### config.mk
export PLATFORM = sky130hd
export DESIGN_NAME = wr_target_ready
export DESIGN_NICKNAME = d
export VERILOG_FILES = /design/src/rtl/wtr_pkg.sv /design/src/rtl/wtr_datapath.sv /design/src/rtl/wtr_ctrl.sv /design/src/rtl/wr_target_ready.sv
export SDC_FILE = /design/constraint.sdc
export NUM_CORES = 1
export LEC_CHECK = 0
export BUFFER_PORTS_ARGS = -buffer_cell sky130_fd_sc_hd__buf_2
export CELL_PAD_IN_SITES_DETAIL_PLACEMENT = 1
export CELL_PAD_IN_SITES_GLOBAL_PLACEMENT = 1
export CORE_MARGIN = 2
export CORE_UTILIZATION = 42
export CTS_CLUSTER_DIAMETER = 100
export DETAILED_ROUTE_END_ITERATION = 10
export GPL_ROUTABILITY_DRIVEN = 0
export PLACE_DENSITY_LB_ADDON = 0.3
export SKIP_LAST_GASP = 1
export SYNTH_ARGS = -nofsm -noshare
export SYNTH_HDL_FRONTEND = slang
export SYNTH_HIERARCHICAL = 1
export SYNTH_SLANG_ARGS = --single-unit
### constraint.sdc
create_clock -name clk -period 4.3 [get_ports clk]
set_input_delay 0 -clock clk [delete_from_list [all_inputs] [get_ports clk]]
set_output_delay 0 -clock clk [all_outputs]
set_load 0.01 [all_outputs]
### src/rtl/wtr_pkg.sv
package wtr_pkg;

  typedef enum logic [2:0] {
    ST_IDLE,
    ST_WAIT_REQ,
    ST_READY_REQ,
    ST_WAIT_LINE,
    ST_READY_LINE,
    ST_WAIT_SNOOP
  } wtrState_e;

  // control -> datapath strobes
  typedef struct packed {
    logic ageStart;   // new transaction accepted
    logic raise;      // set ready at next edge
    logic raiseLine;  // the raised ready is for a full-line writeback
  } wtrStrobe_t;

  // datapath -> control status
  typedef struct packed {
    logic ageOk;      // request spacing satisfied
    logic snpKnown;   // snoop result captured or arriving now
    logic snpHit;     // snoop result is a modified hit
    logic hsNow;      // ready high and busy low this cycle
  } wtrStatus_t;

endpackage

### src/rtl/wtr_datapath.sv
module wtr_datapath
  import wtr_pkg::*;
#(
  parameter int MIN_REQ_GAP = 3
) (
  input  logic       clk,
  input  logic       rstN,
  input  wtrStrobe_t strobe,
  input  logic       busyIn,
  input  logic       snoopValid,
  input  logic       snoopHitMod,
  input  logic       prevRespDone,
  input  logic       bufSmallFree,
  input  logic       bufLineFree,
  output wtrStatus_t status,
  output logic       trdyOut,
  output logic       hsDone,
  output logic       hsLine
);

  localparam int AGE_MAX = MIN_REQ_GAP - 1;
  localparam int AGE_W   = $clog2(MIN_REQ_GAP + 1);

  logic [AGE_W-1:0] ageQ;
  logic             snpKnownQ;
  logic             snpHitQ;
  logic             trdyQ;
  logic             doneQ;
  logic             lineQ;
  logic             hsLineQ;
  logic             handshake;

  // request age counter, saturating at the spacing limit
  always_ff @(posedge clk) begin
    if (!rstN) begin
      ageQ <= '0;
    end else if (strobe.ageStart) begin
      ageQ <= AGE_W'(1);
    end else if (ageQ < AGE_W'(AGE_MAX)) begin
      ageQ <= ageQ + AGE_W'(1);
    end
  end

  // snoop verdict capture, cleared by each accepted request
  always_ff @(posedge clk) begin
    if (!rstN) begin
      snpKnownQ <= 1'b0;
      snpHitQ   <= 1'b0;
    end else if (strobe.ageStart) begin
      snpKnownQ <= 1'b0;
      snpHitQ   <= 1'b0;
    end else if (snoopValid) begin
      snpKnownQ <= 1'b1;
      snpHitQ   <= snoopHitMod;
    end
  end

  assign handshake = trdyQ & ~busyIn;

  // ready, done and handshake kind
  always_ff @(posedge clk) begin
    if (!rstN) begin
      trdyQ   <= 1'b0;
      doneQ   <= 1'b0;
      lineQ   <= 1'b0;
      hsLineQ <= 1'b0;
    end else begin
      trdyQ   <= strobe.raise | (trdyQ & busyIn);
      doneQ   <= handshake;
      hsLineQ <= handshake & lineQ;
      if (strobe.raise) begin
        lineQ <= strobe.raiseLine;
      end
    end
  end

  always_comb begin
    status.ageOk    = (ageQ >= AGE_W'(AGE_MAX));
    status.snpKnown = snpKnownQ | snoopValid;
    status.snpHit   = snpKnownQ ? snpHitQ : snoopHitMod;
    status.hsNow    = handshake;
  end

  assign trdyOut = trdyQ;
  assign hsDone  = doneQ;
  assign hsLine  = hsLineQ;

  a_r2_req_spacing: assert property (@(posedge clk) disable iff (!rstN)
    $rose(trdyQ) |-> $past(ageQ >= AGE_W'(AGE_MAX)));

  a_r3_prev_resp: assert property (@(posedge clk) disable iff (!rstN)
    ($rose(trdyQ) && !lineQ) |-> $past(prevRespDone));

  a_r4_small_buf: assert property (@(posedge clk) disable iff (!rstN)
    ($rose(trdyQ) && !lineQ) |-> $past(bufSmallFree));

  a_r4_line_buf: assert property (@(posedge clk) disable iff (!rstN)
    ($rose(trdyQ) && lineQ) |-> $past(bufLineFree));

  a_r5_single_drop: assert property (@(posedge clk) disable iff (!rstN)
    (trdyOut && !busyIn) |=> (!trdyOut && hsDone));

  a_r6_hold_busy: assert property (@(posedge clk) disable iff (!rstN)
    (trdyOut && busyIn) |=> trdyOut);

  a_r7_done_low: assert property (@(posedge clk) disable iff (!rstN)
    hsDone |-> !trdyOut);

  a_r7_line_flag: assert property (@(posedge clk) disable iff (!rstN)
    hsLine |-> hsDone);

endmodule

### src/rtl/wtr_ctrl.sv
module wtr_ctrl
  import wtr_pkg::*;
(
  input  logic       clk,
  input  logic       rstN,
  input  logic       reqValid,
  input  logic       reqWrite,
  input  logic       prevRespDone,
  input  logic       bufSmallFree,
  input  logic       bufLineFree,
  input  wtrStatus_t status,
  output wtrStrobe_t strobe
);

  wtrState_e stateQ, stateD;

  always_ff @(posedge clk) begin
    if (!rstN) begin
      stateQ <= ST_IDLE;
    end else begin
      stateQ <= stateD;
    end
  end

  always_comb begin
    stateD = stateQ;
    strobe = '0;
    unique case (stateQ)
      ST_IDLE: begin
        if (reqValid) begin
          strobe.ageStart = 1'b1;
          stateD = reqWrite ? ST_WAIT_REQ : ST_WAIT_SNOOP;
        end
      end
      ST_WAIT_REQ: begin
        if (status.ageOk && prevRespDone && bufSmallFree) begin
          strobe.raise = 1'b1;
          stateD = ST_READY_REQ;
        end
      end
      ST_READY_REQ: begin
        if (status.hsNow) begin
          stateD = (status.snpKnown && !status.snpHit) ? ST_IDLE : ST_WAIT_LINE;
        end
      end
      ST_WAIT_LINE: begin
        if (status.snpKnown) begin
          if (!status.snpHit) begin
            stateD = ST_IDLE;
          end else if (bufLineFree) begin
            strobe.raise     = 1'b1;
            strobe.raiseLine = 1'b1;
            stateD = ST_READY_LINE;
          end
        end
      end
      ST_READY_LINE: begin
        if (status.hsNow) begin
          stateD = ST_IDLE;
        end
      end
      ST_WAIT_SNOOP: begin
        if (status.snpKnown) begin
          if (!status.snpHit) begin
            stateD = ST_IDLE;
          end else if (status.ageOk && prevRespDone && bufLineFree) begin
            strobe.raise     = 1'b1;
            strobe.raiseLine = 1'b1;
            stateD = ST_READY_LINE;
          end
        end
      end
      default: stateD = ST_IDLE;
    endcase
  end

  // a line writeback ready is only raised on a known modified hit
  a_r8_line_needs_hit: assert property (@(posedge clk) disable iff (!rstN)
    strobe.raiseLine |-> (status.snpKnown && status.snpHit));

  // a new transaction is only accepted from the idle state
  a_r11_one_at_a_time: assert property (@(posedge clk) disable iff (!rstN)
    strobe.ageStart |=> (stateQ == ST_WAIT_REQ || stateQ == ST_WAIT_SNOOP));

endmodule

### src/rtl/wr_target_ready.sv
module wr_target_ready
  import wtr_pkg::*;
#(
  parameter int MIN_REQ_GAP = 3
) (
  input  logic clk,
  input  logic rstN,
  input  logic reqValid,
  input  logic reqWrite,
  input  logic snoopValid,
  input  logic snoopHitMod,
  input  logic bufSmallFree,
  input  logic bufLineFree,
  input  logic busyIn,
  input  logic prevRespDone,
  output logic trdyOut,
  output logic hsDone,
  output logic hsLine
);

  wtrStrobe_t strobe;
  wtrStatus_t status;

  wtr_ctrl ctrl_i (
    .clk          (clk),
    .rstN         (rstN),
    .reqValid     (reqValid),
    .reqWrite     (reqWrite),
    .prevRespDone (prevRespDone),
    .bufSmallFree (bufSmallFree),
    .bufLineFree  (bufLineFree),
    .status       (status),
    .strobe       (strobe)
  );

  wtr_datapath #(
    .MIN_REQ_GAP (MIN_REQ_GAP)
  ) dp_i (
    .clk          (clk),
    .rstN         (rstN),
    .strobe       (strobe),
    .busyIn       (busyIn),
    .snoopValid   (snoopValid),
    .snoopHitMod  (snoopHitMod),
    .prevRespDone (prevRespDone),
    .bufSmallFree (bufSmallFree),
    .bufLineFree  (bufLineFree),
    .status       (status),
    .trdyOut      (trdyOut),
    .hsDone       (hsDone),
    .hsLine       (hsLine)
  );

endmodule

# [After elaboration in Yosys (flattened, before gate mapping)]
# Index checks and enable logic that the tools add are counted.
[word_totals] ff_bits=11 input_bits=10 output_inout_bits=3 elab_cells=68
[classes] add_sub_neg=1 n_lt_le_gt_ge=2 eq_ne=13 mux=27 bitwise_logic=7 reduce_logical=9
[ops] op="two-way mux 3 bit" n=11
[ops] op="case mux 3 bit (6 select lines)" n=1
[ops] op="two-way mux 2 bit" n=7
[ops] op="inequality test 2 x 1 -> 1 bit (second input constant)" n=5
[ops] op="AND reduction 8 bit" n=1
[ops] op="== test 3 x 2 -> 1 bit (second input constant)" n=2
[ops] op="== test 3 bit (second input constant)" n=2
[ops] op="two-way mux 1 bit" n=6
[ops] op="inequality test 3 bit (second input constant)" n=2
[ops] op="logical AND 1 bit" n=4
[ops] op="bitwise AND 1 bit" n=3
[ops] op="== test 3 x 1 -> 1 bit (second input constant)" n=1
[ops] op="logical NOT 3 bit" n=1
[ops] op="case mux 1 bit (3 select lines)" n=1
[ops] op="adder 2 x 1 -> 2 bit (second input constant)" n=1
[ops] op=">= comparator 2 bit (second input constant)" n=1
[ops] op="< comparator 2 bit (second input constant)" n=1
[ops] op="inequality test 2 bit (second input constant)" n=1
[ops] op="NOT 1 bit" n=2
[ops] op="OR 1 bit" n=2
[ops] op="case mux 1 bit (2 select lines)" n=1
[ops] op="nonzero test 2 bit" n=1
[ops] op="OR reduction 2 bit" n=1
[ops] op="logical NOT 1 bit" n=1

# [Depth between registers and ports, before layout]
# Gate-level depths: netlist of run 1.
[logic_depth] depth_word=8 mapped_depth=9 depth_no_buf=9

# [Cells and area by module]
# The synthesis of run 1 kept the hierarchy.
[modules_own_cells] mod="wtr_ctrl" instances=1 cells_each=41 area_each_um2=345.3 seq_area_each_um2=60.1
[modules_own_cells] mod="wtr_datapath" instances=1 cells_each=29 area_each_um2=315.3 seq_area_each_um2=160.2

# [Least setup slack after synthesis of run 1]
# Ideal clock, no wire load.
[synth_timing] kind="reg-to-reg" start="register dp_i.snpKnownQ" end="register ctrl_i.stateQ[2]" setup_time_ps=122 arrival_time_ps=1442 t_required_ps=4178 path_slack_ps=2736 path_stages_with_launch=6 path_buffers=0 synth_period_minus_slack_ps=1564 path_cell_list="dfxtp_1 > mux2_2 > and4b_1 > a32oi_2 > nand2_2 > o311a_1"
[synth_lines] item="start: declaration" line="wtr_datapath.sv:25" rtl="logic snpKnownQ;"
[synth_lines] item="start signal: assignment" line="wtr_datapath.sv:47" rtl="snpKnownQ <= 1'b0;"
[synth_lines] item="start signal: assignment" line="wtr_datapath.sv:50" rtl="snpKnownQ <= 1'b0;"
[synth_lines] item="start signal: assignment" line="wtr_datapath.sv:53" rtl="snpKnownQ <= 1'b1;"
[synth_lines] item="end signal: assignment" line="wtr_ctrl.sv:21" rtl="stateQ <= stateD;"
[synth_lines] item="end: declaration" line="wtr_ctrl.sv:15" rtl="wtrState_e stateQ, stateD;"

==> results of run 1 <==
## final cells by class
cell class	count	area share [%]
repair buffers	14	10.68
clock buffers	4	3.506
inverters	4	2.003
flip-flops and latches	11	29.38
well taps	16	2.671
multi-input cells	51	51.75
## worst max-delay path, delay by kind of cell, from the launching register on
| kind | cells | cell delay (ns) |
|---|---|---|
| AOI/OAI and AO/OA | 2 | 0.58 |
| and+or+nand+nor | 2 | 0.30 |
| DFF | 1 | 0.33 |
| muxes | 1 | 0.37 |
## cell usage after synthesis, types with 2 or more instances
library cell               instances  area share, %
sky130_fd_sc_hd__dfxtp_1          11             33
sky130_fd_sc_hd__a21oi_1           6            4.5
sky130_fd_sc_hd__inv_1             4            2.3
sky130_fd_sc_hd__nor2b_1           4            3.8
sky130_fd_sc_hd__mux2i_1           3            4.5
sky130_fd_sc_hd__nand2b_1          3            2.8
sky130_fd_sc_hd__nand3_1           3            2.3
sky130_fd_sc_hd__nor2_1            3            1.7
sky130_fd_sc_hd__and2_1            2            1.9
sky130_fd_sc_hd__buf_4             2            2.3
sky130_fd_sc_hd__buf_6             2            3.4
sky130_fd_sc_hd__mux2_2            2            3.4
sky130_fd_sc_hd__nand2_1           2            1.1
sky130_fd_sc_hd__o21a_1            2            2.3
sky130_fd_sc_hd__xnor2_1           2            2.7
## registers in the layout (all words and copies together) (netlist names)
register and flops:
dp_i/snpHitQ 1, dp_i/hsLine 1, dp_i/snpKnownQ 1, dp_i/ageQ 2
ctrl_i/stateQ 3, dp_i/trdyOut 1, dp_i/hsDone 1, dp_i/lineQ 1
## metal layers
layer / wire, µm / share of wire, %
met3: 61 / 4.3
met5: 0 / 0
met1: 613 / 43
met4: 21 / 1.5
met2: 714 / 51
## cells in the final DEF (no fill, tap or decap)
cell type,instances
sky130_fd_sc_hd__mux2_2,2
sky130_fd_sc_hd__nor4b_1,1
sky130_fd_sc_hd__o32a_1,1
sky130_fd_sc_hd__and2_1,2
sky130_fd_sc_hd__inv_1,4
sky130_fd_sc_hd__nor4_1,1
sky130_fd_sc_hd__nor2_1,3
sky130_fd_sc_hd__clkbuf_4,3
sky130_fd_sc_hd__nor2b_4,1
sky130_fd_sc_hd__nand2_2,1
sky130_fd_sc_hd__clkbuf_1,1
sky130_fd_sc_hd__nand4b_1,1
sky130_fd_sc_hd__or2_2,1
sky130_fd_sc_hd__a32oi_2,1
sky130_fd_sc_hd__nand2b_1,3
sky130_fd_sc_hd__o311a_1,1
sky130_fd_sc_hd__nor2b_1,4
sky130_fd_sc_hd__or2_1,1
sky130_fd_sc_hd__nand3_1,3
sky130_fd_sc_hd__a31oi_1,1
sky130_fd_sc_hd__mux2i_1,3
sky130_fd_sc_hd__nand3b_1,1
sky130_fd_sc_hd__and4b_1,1
sky130_fd_sc_hd__a21o_2,1
sky130_fd_sc_hd__xnor2_1,2
sky130_fd_sc_hd__o21a_1,2
sky130_fd_sc_hd__ha_1,1
sky130_fd_sc_hd__nand4_4,1
sky130_fd_sc_hd__buf_2,12
sky130_fd_sc_hd__dfxtp_1,11
sky130_fd_sc_hd__a21oi_1,6
sky130_fd_sc_hd__and3b_1,1
sky130_fd_sc_hd__a211o_1,1
sky130_fd_sc_hd__dlygate4sd3_1,2
sky130_fd_sc_hd__nand2_1,2
sky130_fd_sc_hd__and3_1,1
## what timing repair did
action / in CTS / in global routing
setup endpoints to repair: 0 / 0
hold buffers: 2 / 0
gates resized for setup: 0 / 0
endpoints found under the hold margin: 1 / 0
## final timing paths
kind                      end  slack, ns           start  cells after the start
min              dp_i/trdyOut       0.03          busyIn                      3
max          ctrl_i/stateQ[2]       2.60  dp_i/snpKnownQ                      5
min reg2reg       dp_i/hsLine       0.48      dp_i/lineQ                      1
max reg2reg  ctrl_i/stateQ[2]       2.60  dp_i/snpKnownQ                      5
## power groups by stage
stage          clock, mW  sequential [mW]  combinational [mW]
3_5_place_dp           0            0.154               0.131
2_1_floorplan          0            0.135               0.132
5_1_grt           0.0799            0.155               0.150
6_report          0.0718            0.151               0.133
3_3_place_gp           0            0.153               0.128
4_1_cts           0.0744            0.152               0.134
## cells by family (layout without fill, tap and decap cells)
kind of cell    Yosys count  count (layout)  synth area share [%]
mux                       5               5                 7.954
fa+ha+maj                 1               1                 1.894
xor+xnor                  2               2                 2.652
simple gates             29              29                 30.31
compound gates           14              14                 15.91
flops                    11              11                 33.33
buf+inv                   8              22                 7.953
## per-stage QoR
step | util [%] | power [mW] | instance area (µm²) | instances | setup WS, ns
2_1_floorplan | - | 0.2671 | 660.6 | 70 | 2.736
3_3_place_gp | 47.23 | 0.2809 | 703.2 | 94 | 2.653
3_5_place_dp | 47.23 | 0.2849 | 703.2 | 94 | 2.629
4_1_cts | 50.34 | 0.3600 | 749.5 | 100 | 2.617
5_1_grt | 50.34 | 0.3841 | 749.5 | 100 | 2.509
6_report | 50.34 | 0.3558 | 749.5 | 100 | 2.604
==> PnR_summary.wiki, run 1 <==
{| class="wikitable"
! Metric !! Value
|-
| Synthesized instance count || 70
|-
| Area added between synthesis and finish || 13.45%
|-
| Detailed-route vias per instance || 5.600
|-
| Initial core utilization || 44.37%
|-
| Register area share after synthesis || 33.33%
|-
| Internal cell power || 0.2263 mW
|-
| Antenna violations before repair || 0
|-
| DRT iter0 DRCs || 6
|-
| Global-route usage over all layers || 16.77%
|-
| Status || finished clean
|-
| Grt met2 use || 29.71%
|-
| Peak-usage layer in the global routing report || met2
|-
| M3 GR Usage || 4.167%
|-
| Remaining global-route overflow || 0
|-
| Met1 routing resource usage after global routing || 17.99%
|-
| # clock sinks || 11
|-
| Number of flops mapped to enable cells by yosys || 0
|-
| Sequential cell area || 220.2 µm²
|-
| Estimated wirelength of the detail-placed design || 1037 µm
|-
| Synth Flop Type || sky130_fd_sc_hd__dfxtp_1
|-
| Cell with the biggest individual delay on the critical path || sky130_fd_sc_hd__mux2_2
|-
| Fraction of synthesis flops using an asynchronous set or reset pin || 0%
|-
| Clock slew at reported path FFs || 0.07 ns
|-
| Synth Area per Inst || 9.438 µm²
|-
| Cell row count || 14
|-
| Net count after synthesis || 81
|-
| Critical Path, Cell by Cell || mux2_2 > and4b_1 > a32oi_2 > nand2_2 > o311a_1
|-
| Worst skew pair latency || 0.26 ns
|-
| Worst hold slack || 0.02930 ns
|-
| Share of power burned in registers || 42.4%
|-
| Netlist area before placement || 660.6 µm²
|-
| Footprint of the multi-input gates || 387.9 µm²
|-
| Number of nets with antenna violations after detailed routing || 0
|-
| Combinational group share of total power || 37.4%
|-
| Number of iterations in the first detailed-routing pass || 4
|-
| Wire length of the first global-routing pass || 2311 µm
|-
| Clock Tree Root || sky130_fd_sc_hd__clkbuf_4
|-
| Via count || 560
|-
| Total power per unit cell area || 474.7 nW/µm²
|-
| Worst-case clock skew || 0.001347 ns
|-
| Maximum capacitance violations || 0
|-
| Peak VDD IR || 260.7 µV
|-
| Post-Route Setup TNS || 0 ns
|-
| Switching power as a share of total power || 36.38%
|-
| Final setup violation count || 0
|-
| Area of the die || 1906 µm²
|-
| Register bit count reported by yosys || 11
|-
| Floorplan die width || 43.66 µm
|-
| I/O Pins || 13
|-
| Fill count || 188
|-
| Distinct cells, synth || 34
|-
| Min Tclk post-route || 1.696 ns
|-
| Least-Margin Pin Slew || 0.4475 ns
|-
| Setup Crit Path Kind || flop to flop
|-
| Quantity of I/O buffers inserted on ports || 12
|-
| Clock buffer count from CTS || 3
|-
| Sort of element at the end of the critical path || flop
|-
| Crit path max fanout || 4
|-
| Worst Setup Start Kind || flop
|-
| Net switching power figure || 0.1294 mW
|-
| Largest net degree at the start of global routing || 14
|-
| Detailed-route DRC error count || 0
|-
| Worst EP required || 4.46 ns
|-
| Period utilisation layout || 39.43%
|-
| Final hold violation count || 0
|-
| Clock share of power || 20.2%
|-
| Critical path arrival || 1.85 ns
|-
| Leak Pwr || 0.3125 nW
|-
| Worst min path class || primary input to flop
|-
| Highest clock frequency the design can meet || 0.5897 GHz
|-
| Fraction of final layout cells sized beyond drive strength 1 || 27.38%
|-
| CORE AREA || 1489 µm²
|-
| Post-layout net count || 96
|-
| RSZ-0062 raised after global routing || false
|-
| Drt wl/cell || 14.11 µm
|-
| Number of H-tree branching levels || 1
|-
| CTS tree || done
|-
| Count of synthesis-stage warnings from yosys || 6
|-
| Number of global-route vias before repair || 563
|-
| CTS Buffer Depth || 2
|-
| Vertical extent of the die || 43.66 µm
|-
| Max-slew violations || 0
|-
| WL final || 1411 µm
|-
| Worst slew margin relative to its limit || 70.13%
|-
| Setup Fix Bufs, Post-CTS || 0
|-
| Worst path max stage delay || 0.37 ns
|-
| Number of diodes || 0
|}
Note: power is estimated with default switching activity, not from simulation.
==> run 2, diff against run 1 <==
CORE_UTILIZATION = 35   (was 42)
clock period = 1.5 ns   (was 4.3 ns; I/O delays follow)
==> run 2 against run 1 <==
The flow now finishes with violations (negative setup slack). Utilization decreased by 0.52 points. Register-to-register slack got worse by 2.7 ns. Sequential share of layout area decreased by 3.5 points.
==> PnR_summary.wiki, run 2 (synthesized netlist as in run 1, its figures left out) <==
{| class="wikitable"
! Metric !! Value
|-
| Status || finished with violations
|-
| Violations in the final reports || negative setup slack
|-
| Launch point of the worst hold path || rstN
|-
| Critical Path, Cell by Cell || mux2_4 > and4b_1 > a32oi_2 > nand2_2 > buf_4 > mux2i_2
|-
| Final setup violation count || 4 (+4)
|-
| Quantity of I/O buffers inserted on ports || 12 (unchanged)
|-
| Number of H-tree branching levels || 1 (unchanged)
|-
| Global-route usage over all layers || 18.99% (+2.2 points)
|-
| Number of cells traversed by the worst register-to-register path || 6 (+1)
|-
| Post-layout net count || 104 (+8.3%)
|-
| Final hold violation count || 0 (unchanged)
|-
| Fraction of final layout cells sized beyond drive strength 1 || 47.83% (+20 points)
|-
| Vertical extent of the die || 47.45 µm (+8.7%)
|-
| Clock slew at reported path FFs || 0.08 ns (about the same)
|-
| Number of diodes || 0 (unchanged)
|-
| Number of global-route vias before repair || 579 (+2.8%)
|-
| Remaining global-route overflow || 0 (unchanged)
|-
| Critical path arrival || 1.73 ns (-0.12 ns)
|-
| Number of nets with antenna violations after detailed routing || 0 (unchanged)
|-
| Cell with the biggest individual delay on the critical path || sky130_fd_sc_hd__dfxtp_2
|-
| Antenna violations before repair || 0 (unchanged)
|-
| Setup slack of the most critical reg-to-reg path || -0.06 ns (-2.66 ns)
|-
| RSZ-0062 raised after global routing || true
|-
| Maximum capacitance violations || 0 (unchanged)
|-
| End point of the most critical hold path || ctrl_i/stateQ[1]
|-
| I/O Pins || 13 (unchanged)
|-
| Min Tclk post-route || 1.556 ns (-0.1398 ns)
|-
| Detailed-route vias per instance || 5.017 (-10%)
|-
| Initial core utilization || 37.85% (-6.5 points)
|-
| Core occupancy in the finished layout || 49.82% (-0.52 points)
|-
| Leak Pwr || 0.3555 nW (+14%)
|-
| Setup Crit Path Kind || flop to flop
|-
| Worst skew pair latency || 0.28 ns (+0.02 ns)
|-
| # clock sinks || 11 (unchanged)
|-
| Via count || 587 (+4.8%)
|-
| Max-slew violations || 0 (unchanged)
|-
| Clock Tree Root || sky130_fd_sc_hd__clkbuf_4
|-
| Commonest cells after routing, fill and taps aside || sky130_fd_sc_hd__buf_2, sky130_fd_sc_hd__buf_4, sky130_fd_sc_hd__dfxtp_1
|-
| Worst EP required || 1.67 ns (-2.79 ns)
|-
| Worst path max stage delay || 0.34 ns (-0.03 ns)
|-
| Sort of element at the end of the critical path || flop
|-
| Wire length of the first global-routing pass || 2753 µm (+19%)
|-
| Detailed-route DRC error count || 0 (unchanged)
|-
| Area of the die || 2251 µm² (+18%)
|-
| Largest net degree at the start of global routing || 10 (-4)
|-
| Floorplan die width || 47.45 µm (+8.7%)
|-
| Post-Route Setup TNS || -0.1642 ns (-0.1642 ns)
|-
| Startpoint of the worst-slack reg-to-reg timing path || dp_i/snpKnownQ
|-
| Worst Setup Start Kind || flop
|-
| Top Registers || ctrl_i/stateQ (3), dp_i/ageQ (2)
|-
| Worst slew margin relative to its limit || 76.94% (+6.8 points)
|-
| Cell row count || 15 (+1)
|-
| Peak VDD IR || 694.6 µV (+170%)
|-
| Estimated wirelength of the detail-placed design || 1278 µm (+23%)
|-
| DRT iter0 DRCs || 2 (-4)
|-
| Area added between synthesis and finish || 31.63%
|-
| Least-Margin Pin Slew || 0.3411 ns (-0.1063 ns)
|-
| CTS Buffer Depth || 2 (unchanged)
|-
| Worst hold slack || 0.01804 ns (-0.01126 ns)
|-
| Clock buffer count from CTS || 3 (unchanged)
|-
| Period utilisation layout || 103.7% (+64 points)
|-
| Worst setup slack after layout || -0.05587 ns (-2.660 ns)
|-
| Highest clock frequency the design can meet || 0.6427 GHz (+9.0%)
|-
| Min-Delay Path Depth || 2 (-1)
|-
| WL final || 1706 µm (+21%)
|-
| Number of iterations in the first detailed-routing pass || 4 (unchanged)
|-
| Number of flip-flops in the largest register || 3 (unchanged)
|-
| Crit path max fanout || 4 (unchanged)
|-
| Worst min path class || primary input to flop
|-
| Total power per unit cell area || 1432 nW/µm² (+200%)
|-
| Worst-case clock skew || 0.001456 ns (+0.0001087 ns)
|-
| Drt wl/cell || 14.58 µm (+3.3%)
|-
| CORE AREA || 1745 µm² (+17%)
|-
| Most common library cell in the layout ignoring fill and taps || sky130_fd_sc_hd__buf_2
|-
| Capturing point of the worst reg2reg path || ctrl_i/stateQ[0]
|-
| CTS tree || done
|-
| Register containing the most flip-flops in the final layout || ctrl_i/stateQ
|}
==> run 2: cell count changes in the layout (fill, tap and decap cells not counted), sizes merged <==
cell	delta
buf	+8
==> run 2: layout make-up <==
| class | instances | area (µm²) |
|---|---|---|
| clock buffers | 4 | 26.28 |
| fillers | 210 | 875.8 |
| inverters | 4 | 15.01 |
| multi-input cells | 51 | 431.7 |
| flip-flops and latches | 11 | 225.2 |
| well taps | 25 | 31.28 |
| repair buffers | 22 | 140.1 |
==> run 2: metal layers <==
metal	up-vias	GRT usage, %	part of all wire [%]
met4	0	12.22	1.7
met1	278	23.45	44
met3	4	6.415	4.4
met2	12	28.11	50
met5	-	0	0
li1	293	-	-
==> run 2: critical path: cells and delay by family, from the launching register on <==
kind	cells	cell delay, ns
and+or+nand+nor	2	0.27
buffers and inverters	1	0.14
DFF	1	0.34
muxes	2	0.46
AOI/OAI and AO/OA	1	0.24
==> run 2: what timing repair did <==
action | in CTS | in global routing
buffers inserted | 0 | 1
pin swaps | 7 | 5
hold endpoints to repair | 1 | 0
endpoints found under the setup margin | 4 | 5
hold buffers | 2 | 0
resized for setup | 9 | 4
==> run 2: metrics by stage <==
stage | power (mW) | worst slack (ns) | std cells | instance area [µm²]
floorplan | 0.7854 | -0.02040 | 70 | 668.1
global placement | 0.9305 | -0.08045 | 110 | 774.5
detailed placement | 0.9444 | -0.09184 | 110 | 774.5
CTS | 1.211 | -0.06668 | 116 | 850.8
global route | 1.333 | -0.1215 | 117 | 869.6
finish | 1.245 | -0.05587 | 117 | 869.6
==> run 2: worst max path at each step <==
stage	from	end	slack, ns	depth (start not counted)
final	dp_i/snpKnownQ	ctrl_i/stateQ[0]	-0.06	6
after CTS	dp_i/snpKnownQ	ctrl_i/stateQ[2]	-0.07	5
after global placement	dp_i/snpKnownQ	ctrl_i/stateQ[2]	-0.08	5
after detailed placement	dp_i/ageQ[0]	dp_i/trdyOut	-0.09	8
after global routing	dp_i/snpKnownQ	ctrl_i/stateQ[1]	-0.12	6
after floorplan	dp_i/snpKnownQ	ctrl_i/stateQ[2]	-0.02	5
==> run 2: power by group <==
part	switching (mW)	leakage, nW	internal (mW)
clock network	0.115	0.0150	0.103
logic	0.269	0.249	0.342
registers	0.0621	0.0913	0.354
total	0.446	0.355	0.799
